**src/rtl/e3_maint_pkg.sv**
```systemverilog
package e3_maint_pkg;

   typedef enum logic [1:0] {
      MODE_NORMAL = 2'd0,
      MODE_AIS    = 2'd1,
      MODE_LOS    = 2'd2
   } e3_mode_t;

   typedef struct packed {
      logic dl_nr;
      logic ais_req;
      logic los_req;
      logic ma_sw;
      logic sw_febe;
      logic sw_ferf;
   } e3_ctl_t;

   function automatic e3_mode_t pick_mode(input logic los, input logic ais);
      if (los)      return MODE_LOS;
      else if (ais) return MODE_AIS;
      else          return MODE_NORMAL;
   endfunction

endpackage

```
**src/rtl/e3_cfg_regs.sv**
```systemverilog
module e3_cfg_regs
   import e3_maint_pkg::*;
#(
   parameter int          AW        = 8,
   parameter logic [7:0]  CTL_ADDR  = 8'h30,
   parameter logic [7:0]  STAT_ADDR = 8'h31,
   parameter int          DL_POS    = 4,
   parameter int          AIS_POS   = 2,
   parameter int          LOS_POS   = 1,
   parameter int          MASW_POS  = 0
) (
   input  logic          clk,
   input  logic          rst_n,
   input  logic          we,
   input  logic [AW-1:0] addr,
   input  logic [7:0]    wdata,
   output logic [7:0]    rdata,
   output e3_ctl_t       ctl
);
   localparam logic [AW-1:0] CTL_A  = AW'(CTL_ADDR);
   localparam logic [AW-1:0] STAT_A = AW'(STAT_ADDR);

   logic [7:0] ctl_view;
   logic [7:0] stat_view;
   logic       unused_wbits;

   always_ff @(posedge clk or negedge rst_n) begin
      if (!rst_n) begin
         ctl <= '0;
      end else if (we) begin
         if (addr == CTL_A) begin
            ctl.dl_nr   <= wdata[DL_POS];
            ctl.ais_req <= wdata[AIS_POS];
            ctl.los_req <= wdata[LOS_POS];
            ctl.ma_sw   <= wdata[MASW_POS];
         end
         if (addr == STAT_A) begin
            ctl.sw_febe <= wdata[0];
            ctl.sw_ferf <= wdata[1];
         end
      end
   end

   for (genvar b = 0; b < 8; b++) begin : g_view
      if (b == DL_POS) begin : g_dl
         assign ctl_view[b] = ctl.dl_nr;
      end else if (b == AIS_POS) begin : g_ais
         assign ctl_view[b] = ctl.ais_req;
      end else if (b == LOS_POS) begin : g_los
         assign ctl_view[b] = ctl.los_req;
      end else if (b == MASW_POS) begin : g_ma
         assign ctl_view[b] = ctl.ma_sw;
      end else begin : g_zero
         assign ctl_view[b] = 1'b0;
      end
   end

   assign stat_view = {6'd0, ctl.sw_ferf, ctl.sw_febe};

   always_comb begin
      if (addr == CTL_A)       rdata = ctl_view;
      else if (addr == STAT_A) rdata = stat_view;
      else                     rdata = 8'd0;
   end

   assign unused_wbits = ^wdata;
endmodule

```
**src/rtl/e3_frame_pos.sv**
```systemverilog
module e3_frame_pos #(
   parameter int FRAME_BYTES = 537,
   parameter int BYTE_W      = $clog2(FRAME_BYTES)
) (
   input  logic              clk,
   input  logic              rst_n,
   input  logic              adv,
   output logic [BYTE_W-1:0] byte_idx,
   output logic [2:0]        bit_idx,
   output logic              at_sof,
   output logic              at_eof
);
   localparam logic [BYTE_W-1:0] LAST_BYTE = BYTE_W'(FRAME_BYTES - 1);

   assign at_sof = (byte_idx == '0) && (bit_idx == 3'd0);
   assign at_eof = (byte_idx == LAST_BYTE) && (bit_idx == 3'd7);

   always_ff @(posedge clk or negedge rst_n) begin
      if (!rst_n) begin
         byte_idx <= '0;
         bit_idx  <= 3'd0;
      end else if (adv) begin
         bit_idx <= bit_idx + 3'd1;
         if (bit_idx == 3'd7) begin
            byte_idx <= at_eof ? '0 : byte_idx + BYTE_W'(1);
         end
      end
   end
endmodule

```
**src/rtl/e3_bit_sel.sv**
```systemverilog
module e3_bit_sel
   import e3_maint_pkg::*;
#(
   parameter int         BYTE_W    = 10,
   parameter int         OH_BYTES  = 7,
   parameter int         MA_IDX    = 4,
   parameter int         NR_IDX    = 5,
   parameter logic [7:0] FA1_PAT   = 8'hF6,
   parameter logic [7:0] FA2_PAT   = 8'h28,
   parameter bit         MSB_FIRST = 1'b1
) (
   input  e3_mode_t          mode,
   input  logic [BYTE_W-1:0] byte_idx,
   input  logic [2:0]        bit_idx,
   input  logic              oh_bit,
   input  logic              pl_bit,
   input  logic              dl_bit,
   input  logic              dl_nr,
   input  logic              febe,
   input  logic              ferf,
   output logic              line_bit
);
   localparam logic [BYTE_W-1:0] B_FA1 = BYTE_W'(0);
   localparam logic [BYTE_W-1:0] B_FA2 = BYTE_W'(1);
   localparam logic [BYTE_W-1:0] B_MA  = BYTE_W'(MA_IDX);
   localparam logic [BYTE_W-1:0] B_NR  = BYTE_W'(NR_IDX);
   localparam logic [BYTE_W-1:0] B_PL  = BYTE_W'(OH_BYTES);

   logic [2:0] pat_idx;
   logic       framed_bit;

   if (MSB_FIRST) begin : g_msb
      assign pat_idx = 3'd7 - bit_idx;
   end else begin : g_lsb
      assign pat_idx = bit_idx;
   end

   always_comb begin
      if (byte_idx >= B_PL)        framed_bit = pl_bit;
      else if (byte_idx == B_FA1)  framed_bit = FA1_PAT[pat_idx];
      else if (byte_idx == B_FA2)  framed_bit = FA2_PAT[pat_idx];
      else if (byte_idx == B_MA) begin
         if (bit_idx == 3'd0)      framed_bit = febe;
         else if (bit_idx == 3'd1) framed_bit = ferf;
         else                      framed_bit = oh_bit;
      end
      else if (byte_idx == B_NR)   framed_bit = dl_nr ? dl_bit : oh_bit;
      else                         framed_bit = oh_bit;
   end

   always_comb begin
      unique case (mode)
         MODE_LOS: line_bit = 1'b0;
         MODE_AIS: line_bit = 1'b1;
         default:  line_bit = framed_bit;
      endcase
   end
endmodule

```
**src/rtl/e3_maint_inserter.sv**
```systemverilog
module e3_maint_inserter
   import e3_maint_pkg::*;
#(
   parameter int         FRAME_BYTES = 537,
   parameter int         OH_BYTES    = 7,
   parameter int         MA_IDX      = 4,
   parameter int         NR_IDX      = 5,
   parameter logic [7:0] FA1_PAT     = 8'hF6,
   parameter logic [7:0] FA2_PAT     = 8'h28,
   parameter logic [7:0] CTL_ADDR    = 8'h30,
   parameter logic [7:0] STAT_ADDR   = 8'h31,
   parameter bit         MSB_FIRST   = 1'b1
) (
   input  logic       clk,
   input  logic       rst_n,
   input  logic       bit_en,
   input  logic       cfg_we,
   input  logic [7:0] cfg_addr,
   input  logic [7:0] cfg_wdata,
   output logic [7:0] cfg_rdata,
   input  logic       oh_bit,
   input  logic       pl_bit,
   input  logic       dl_bit,
   input  logic       rx_febe,
   input  logic       rx_ferf,
   output logic       tx_bit,
   output logic       tx_sof
);
   localparam int BYTE_W = $clog2(FRAME_BYTES);

   if (FRAME_BYTES <= OH_BYTES) begin : g_bad_frame
      $error("frame must be longer than its overhead");
   end
   if (MA_IDX < 2 || MA_IDX >= OH_BYTES || NR_IDX < 2 || NR_IDX >= OH_BYTES
       || MA_IDX == NR_IDX) begin : g_bad_slot
      $error("maintenance and reserved bytes must be distinct overhead slots");
   end

   e3_ctl_t           ctl;
   e3_mode_t          act_mode;
   logic [BYTE_W-1:0] byte_idx;
   logic [2:0]        bit_idx;
   logic              at_sof, at_eof;
   logic              febe, ferf, line_bit;

   e3_cfg_regs #(
      .AW(8), .CTL_ADDR(CTL_ADDR), .STAT_ADDR(STAT_ADDR)
   ) u_regs (
      .clk(clk), .rst_n(rst_n), .we(cfg_we), .addr(cfg_addr),
      .wdata(cfg_wdata), .rdata(cfg_rdata), .ctl(ctl)
   );

   e3_frame_pos #(.FRAME_BYTES(FRAME_BYTES), .BYTE_W(BYTE_W)) u_pos (
      .clk(clk), .rst_n(rst_n), .adv(bit_en), .byte_idx(byte_idx),
      .bit_idx(bit_idx), .at_sof(at_sof), .at_eof(at_eof)
   );

   assign febe = ctl.ma_sw ? ctl.sw_febe : rx_febe;
   assign ferf = ctl.ma_sw ? ctl.sw_ferf : rx_ferf;

   e3_bit_sel #(
      .BYTE_W(BYTE_W), .OH_BYTES(OH_BYTES), .MA_IDX(MA_IDX), .NR_IDX(NR_IDX),
      .FA1_PAT(FA1_PAT), .FA2_PAT(FA2_PAT), .MSB_FIRST(MSB_FIRST)
   ) u_sel (
      .mode(act_mode), .byte_idx(byte_idx), .bit_idx(bit_idx),
      .oh_bit(oh_bit), .pl_bit(pl_bit), .dl_bit(dl_bit), .dl_nr(ctl.dl_nr),
      .febe(febe), .ferf(ferf), .line_bit(line_bit)
   );

   always_ff @(posedge clk or negedge rst_n) begin
      if (!rst_n) begin
         act_mode <= MODE_NORMAL;
         tx_bit   <= 1'b0;
         tx_sof   <= 1'b0;
      end else if (bit_en) begin
         tx_bit <= line_bit;
         tx_sof <= at_sof;
         if (at_eof) act_mode <= pick_mode(ctl.los_req, ctl.ais_req);
      end
   end
endmodule

```
**config.mk**
```make
export PLATFORM = sky130hd
export DESIGN_NAME = e3_maint_inserter
export DESIGN_NICKNAME = d
export VERILOG_FILES = /design/src/rtl/e3_maint_pkg.sv /design/src/rtl/e3_cfg_regs.sv /design/src/rtl/e3_frame_pos.sv /design/src/rtl/e3_bit_sel.sv /design/src/rtl/e3_maint_inserter.sv
export SDC_FILE = /design/constraint.sdc
export NUM_CORES = 1
export LEC_CHECK = 0
export ABC_AREA = 1
export BUFFER_PORTS_ARGS = -buffer_cell sky130_fd_sc_hd__buf_2
export CORE_MARGIN = 2
export CORE_UTILIZATION = 45
export CTS_BUF_LIST = sky130_fd_sc_hd__clkbuf_4 sky130_fd_sc_hd__clkbuf_8
export DETAILED_ROUTE_END_ITERATION = 7
export PLACE_DENSITY_LB_ADDON = 0.2
export SYNTH_ARGS = -nofsm -noshare
export SYNTH_HDL_FRONTEND = slang
export SYNTH_SLANG_ARGS = --single-unit
```
**constraint.sdc**
```tcl
create_clock -name clk -period 2.3 [get_ports clk]
set_input_delay 0.23 -clock clk [delete_from_list [all_inputs] [get_ports clk]]
set_output_delay 0.23 -clock clk [all_outputs]
set_load 0.02 [all_outputs]
```
==> results of run 1 <==
area by class of cell:
class	instances	area, um^2	area share [%]
Multi-Input combinational cell	139	765.7	44.90
Clock buffer	3	22.52	1.321
Inverter	37	138.9	8.144
Timing Repair Buffer	27	140.1	8.217
Clock inverter	1	5.005	0.2935
Tap cell	46	57.56	3.375
Sequential cell	23	575.6	33.75
per-stage QoR:
step | utilization (%) | std cells | instance area (um^2) | setup slack [ns] | total power [mW]
2_1_floorplan | - | 204 | 1518 | 0.7189 | 0.9346
3_3_place_gp | 50.78 | 271 | 1668 | 0.5795 | 1.054
3_5_place_dp | 50.78 | 271 | 1668 | 0.5609 | 1.066
4_1_cts | 51.92 | 276 | 1705 | 0.5591 | 1.265
5_1_grt | 51.92 | 276 | 1705 | 0.3439 | 1.374
6_report | 51.92 | 276 | 1705 | 0.5669 | 1.254
final timing paths:
| path | from | slack [ns] | end |
|---|---|---|---|
| max | u_pos.byte_idx[1]$_DFFE_PN0P_ | 0.57 | tx_bit$_DFFE_PN0P_ |
| min | cfg_wdata[4] | 0.14 | u_regs.ctl[5]$_DFFE_PN0P_ |
| max reg2reg | u_pos.byte_idx[1]$_DFFE_PN0P_ | 0.57 | tx_bit$_DFFE_PN0P_ |
| min reg2reg | tx_bit$_DFFE_PN0P_ | 0.50 | tx_bit$_DFFE_PN0P_ |
| max in group asynchronous | rst_n | 1.57 | u_pos.bit_idx[1]$_DFFE_PN0P_ |
| min in group asynchronous | rst_n | 0.39 | u_pos.byte_idx[5]$_DFFE_PN0P_ |
per-layer routing:
metal	GRT usage [%]	up-vias
met4	7.295	0
met3	2.899	5
li1	-	688
met2	31.13	27
met1	21.71	603
met5	0	-
placed cells by master (no fill, tap or decap):
cell type	count
nand3b_1	2
o211ai_1	1
nand3_2	2
dlygate4sd3_1	1
nor2_1	24
nor3_4	1
xor2_1	4
nor4_2	1
nand2_1	39
clkinv_2	1
buf_2	26
clkbuf_4	3
a2111oi_1	1
o21ai_0	13
a21oi_1	8
nor4_1	2
nor3_1	4
nor3b_2	1
or3_1	1
ha_1	9
nor3_2	1
nor2_2	3
o22ai_1	2
nand3_1	10
inv_1	36
dfrtp_1	23
nand2_2	2
conb_1	4
inv_2	1
nand4_1	4
synth_stat cells (3+ instances only):
cell and instances:
ha_1 9, inv_1 36, buf_4 5, nand4_1 4, o21ai_0 13, nor3_1 4, nor2_1 24, nand3_1 10
nand2_1 39, nor2_2 3, dfrtp_1 23, a21oi_1 8, xor2_1 4
repair_timing:
item / in CTS / in global routing
setup endpoints to repair: 0 / 0
hold endpoints to repair: 23 / 0
hold buffers: 1 / 0
sequential cells by signal, summed over array words and instances (netlist names):
signal and flops:
act_mode 2, tx_sof 1, u_pos.byte_idx 10, u_regs.ctl 6, u_pos.bit_idx 3, tx_bit 1
power breakdown:
group	switching, mW	total [mW]	internal (mW)
clock network	0.132	0.198	0.0653
logic	0.290	0.453	0.163
registers	0.114	0.603	0.489
worst min-delay path, cell delays in order:
cell     delay (ns)
buf_2          0.07
nor2_1         0.03
a21oi_1        0.10
logic make-up after synthesis:
family                     Yosys count
buffers and inverters               42
other                                1
DFF                                 23
and+or+nand+nor                     97
adders and majority gates            9
xor gates and xnor gates             4
AOI/OAI and AO/OA                   25
==> qor.yml, run 1 <==
grt_max_degree: 24
post-cts-setup-buffers: 0
dr_wl_met3_um: 115
path_buf_inv: 3
vias_per_cell: 4.793
skew_ns: 0.004472
port_buffers: 26
cp_data_arrival_time_ns: 1.97
worst-path-stages: 12
place_congestion: 0.8529
track_usage_pct: 17.81
wl_met1_um: 1346
synth-simple-area-share_pct: 31.06
fp.dieH_um: 61.86
dieWidth_um: 61.86
hold_viol: 0
peakVddDrop_uv: 413.4
worstPathRequired_ns: 2.54
maxSlewViolCount: 0
cellLeakagePower_nw: 0.8936
clk_pin_slew_worst_paths_ns: 0.13
crit_path_cell_trace: "inv_1, ha_1, inv_1, nor2_2, nand3_1, or3_1, nand2_1, inv_1, nand2_1, nand2_1, nand2_1, nand2_1"
start_kind: "flop"
vias: 1323
io_pins: 35
initial_core_util_pct: 45.87
synth_top_area_share_pct: 38.21
max_freq_ghz: 0.5770
synth.largest_area_cell: "dfrtp_1"
yosysWarnings: 0
ant_nets: 0
dr_wl_met2_um: 1447
coreArea_um2: 3284
avgSynthCellArea_um2: 7.495
synth_top_family_by_area: "simple AND/OR/NAND/NOR gates"
synth-edff-count: 0
synthAdderAreaFrac_pct: 7.475
finalSetupTns_ns: 0
yosysUniqueCellTypes: 27
antenna_cells: 0
cts_tree: "yes"
fin_nets: 265
grt_first_pass_wirelength_um: 5092
slew-limit-headroom_pct: 65.98
wire_per_inst_um: 10.72
synth_area_leaders: "dfrtp_1, nand2_1, inv_1, ha_1, nor2_1"
cts.sinks: 23
grt_pass1_vias: 1227
reg2reg_depth: 12
wirelength_um: 2958
critical_path.top_delay_family: "simple AND/OR/NAND/NOR gates"
hp-class: "input port to flop"
drive_above_1_share_pct: 18.26
syn_to_final_growth_pct: 13.21
synth_seq_cells: 23
rsz0062_at_grt: "no"
synth-xor-area-share_pct: 2.326
synth_area_um2: 1506
drc: 0
min_path_cells: 3
antenna_found_initial: 0
synth_compound_area_share_pct: 8.970
die-area_um2: 3827
max-cap-violations: 0
critPathMaxStageDelay_ns: 0.42
min_period_ns: 1.733
drt_first_iter_violations: 41
fillers: 339
dpl.hpwl_um: 2402
core.rowCount: 21
synthMuxAreaShare_pct: 0
root_buffer: "clkbuf_4"
hold_ws_ns: 0.1420
finalSetupViolCount: 0
slowest_stage: "dfrtp_1"
p_per_area_nw_per_um2: 735.5
htree_levels: 1
yosys_most_used_dff: "dfrtp_1"
netlist_instances: 201
yosysSeqAreaShare_pct: 38.21
clockBufferDepth: 2
drtPass1Iterations: 4
cts_resized: 0
status: "complete, no violations"
numCtsBuffers: 3
period_share_pct: 75.35
synthArstFlopShare_pct: 100.0
overflow: 0
worstMarginPinSlew_ns: 0.5102
insertion_delay_ns: 0.32
highest_layer: "met4"
worst_setup_path_end_kind: "flop"
crit_fanout: 4
path_class: "flop to flop"
cpMostUsedCell: "nand2_1"
(Power assumes the default switching activity.)
==> run 2: changes to the inputs <==
Clock period 2.3 ns to 1.75 ns, I/O delays scaled along.
==> run 2 against run 1 <==
First-iteration DRC count shrank 17%; combinational power grew 68%; utilization grew 3.1 points; clock skew is essentially flat; sequential power grew 29%; clock power grew 35%.
==> qor.yml, run 2 (same netlist as run 1, synthesis figures left out) <==
ant_nets: 0  # unchanged
cts_tree: "yes"
slew-limit-headroom_pct: 65.13  # -0.86 points
clk_pin_slew_worst_paths_ns: 0.14  # about the same
min-delay-start: "cfg_wdata[4]"
drive_above_1_share_pct: 25.10  # +6.8 points
start_kind: "flop"
overflow: 0  # unchanged
cpMostUsedCell: "nand2_1"
grt_first_pass_wirelength_um: 5106  # +0.27%
htree_levels: 1  # unchanged
drt_first_iter_violations: 34  # -17%
dieWidth_um: 61.86  # unchanged
cp_data_arrival_time_ns: 1.92  # -0.05 ns
critPathMaxStageDelay_ns: 0.45  # +0.03 ns
core.rowCount: 21  # unchanged
peakVddDrop_uv: 504.2  # +22%
final_cell_mix: "nand2_1, inv_1, buf_2"
place_ws_ns: 0.06390  # -0.4970 ns
drc: 0  # unchanged
multi_input_area_um2: 799.5  # +4.4%
p_per_area_nw_per_um2: 999.7  # +36%
fp.dieH_um: 61.86  # unchanged
hold_viol: 0  # unchanged
drtPass1Iterations: 4  # unchanged
initial_core_util_pct: 45.87  # unchanged
fin_nets: 274  # +3.4%
final_common_cell: "nand2_1"
hold_ws_ns: 0.08300  # -0.05900 ns
regToRegStartpoint: "u_pos.byte_idx[0]$_DFFE_PN0P_"
largest-register: "u_pos.byte_idx"
antenna_found_initial: 0  # unchanged
status: "complete, no violations"
wirelength_um: 3120  # +5.5%
period_share_pct: 95.75  # +20 points
insertion_delay_ns: 0.33  # about the same
max_freq_ghz: 0.5968  # +3.4%
crit_path_start: "u_pos.byte_idx[0]$_DFFE_PN0P_"
vias_per_cell: 4.782  # -0.23%
worst_setup_path_end_kind: "flop"
slowest_stage: "dfrtp_1"
hp-class: "input port to flop"
dpl.hpwl_um: 2484  # +3.4%
coreArea_um2: 3284  # unchanged
maxSlewViolCount: 0  # unchanged
grt_pass1_vias: 1202  # -2.0%
io_pins: 35  # unchanged
fillers: 344  # +1.5%
port_buffers: 26  # unchanged
cts.sinks: 23  # unchanged
root_buffer: "clkbuf_4"
numCtsBuffers: 3  # unchanged
finalSetupViolCount: 0  # unchanged
track_usage_pct: 17.92  # +0.11 points
syn_to_final_growth_pct: 19.93
place_congestion: 0.8376  # -1.8%
vias: 1363  # +3.0%
crit_fanout: 4  # unchanged
post-route-util_pct: 55.01  # +3.1 points
crit_path_cell_trace: "inv_2, ha_2, inv_1, nor2_2, nand3_1, or3_1, nand2_1, inv_1, nand2_1, nand2_1, nand2_1, nand2_1"
reg_top3: "u_pos.byte_idx x10, u_regs.ctl x6, u_pos.bit_idx x3"
worstPathRequired_ns: 1.99  # -0.55 ns
min_period_ns: 1.676  # -0.05738 ns
finalSetupTns_ns: 0  # unchanged
setup_slack_ns: 0.07432  # -0.4926 ns
cellLeakagePower_nw: 0.9314  # +4.2%
worstMarginPinSlew_ns: 0.5231  # +0.01283 ns
final-seq-area_um2: 575.6  # unchanged
largest_reg_flops: 10  # unchanged
wire_per_inst_um: 10.95  # +2.1%
max-cap-violations: 0  # unchanged
path_class: "flop to flop"
clockBufferDepth: 2  # unchanged
rsz0062_at_grt: "yes"
die-area_um2: 3827  # unchanged
skew_ns: 0.004524  # +0.00005140 ns
antenna_cells: 0  # unchanged
grt_max_degree: 24  # unchanged
-- run 2: cell count changes in the layout (fill, tap and decap cells not counted), sizes merged --
cell / before / now
buf: 26 / 35
-- run 2: repair_timing --
item | in CTS | in global routing
resized for setup | 0 | 12
hold buffers | 1 | 0
endpoints found under the hold margin | 23 | 0
setup endpoints to repair | 0 | 3
buffers inserted | 0 | 1
-- run 2: per-layer routing --
metal,GRT usage [%],part of all wire [%],up-vias
li1,-,-,706
met3,2.692,3.6,5
met1,22.05,44,623
met2,32.18,51,29
met4,5.471,1.2,0
met5,0,0,-
-- run 2: power breakdown --
| part | total, mW | switching, mW | internal, mW |
|---|---|---|---|
| clock | 0.268 | 0.182 | 0.0858 |
| sequential | 0.778 | 0.135 | 0.643 |
| combinational | 0.760 | 0.441 | 0.319 |
| total | 1.81 | 0.758 | 1.05 |
-- run 2: worst paths after layout --
kind                                                 end  slack [ns]  cells past startpoint
max                                   tx_bit$_DFFE_PN0P_        0.07                     12
min                            u_regs.ctl[5]$_DFFE_PN0P_        0.08                      3
max reg2reg                           tx_bit$_DFFE_PN0P_        0.07                     12
min reg2reg                           tx_bit$_DFFE_PN0P_        0.50                      2
max in group asynchronous      u_regs.ctl[0]$_DFFE_PN0P_        1.06                      2
min in group asynchronous  u_pos.byte_idx[6]$_DFFE_PN0P_        0.34                      2
-- run 2: area by class of cell --
type | instances | share of cell area (%)
clock buffers | 3 | 1.247
clock inverters | 1 | 0.2770
well taps | 46 | 3.186
inverters | 37 | 7.687
repair buffers | 36 | 11.50
multi-input cells | 139 | 44.25
flip-flops and latches | 23 | 31.86
-- run 2: stage by stage --
stage	cell area, um^2	std cells	power, mW
finish	1807	285	1.806
global placement	1728	279	1.473
floorplan	1518	204	1.228
global route	1807	285	1.961
detailed placement	1728	279	1.484
CTS	1765	284	1.749
-- run 2: worst max-delay path, delay by kind of cell (launching register included) --
kind / cells / cell delay, ns
adders and majority gates: 1 / 0.17
and+or+nand+nor: 8 / 0.80
DFF: 1 / 0.45
buffers and inverters: 3 / 0.17
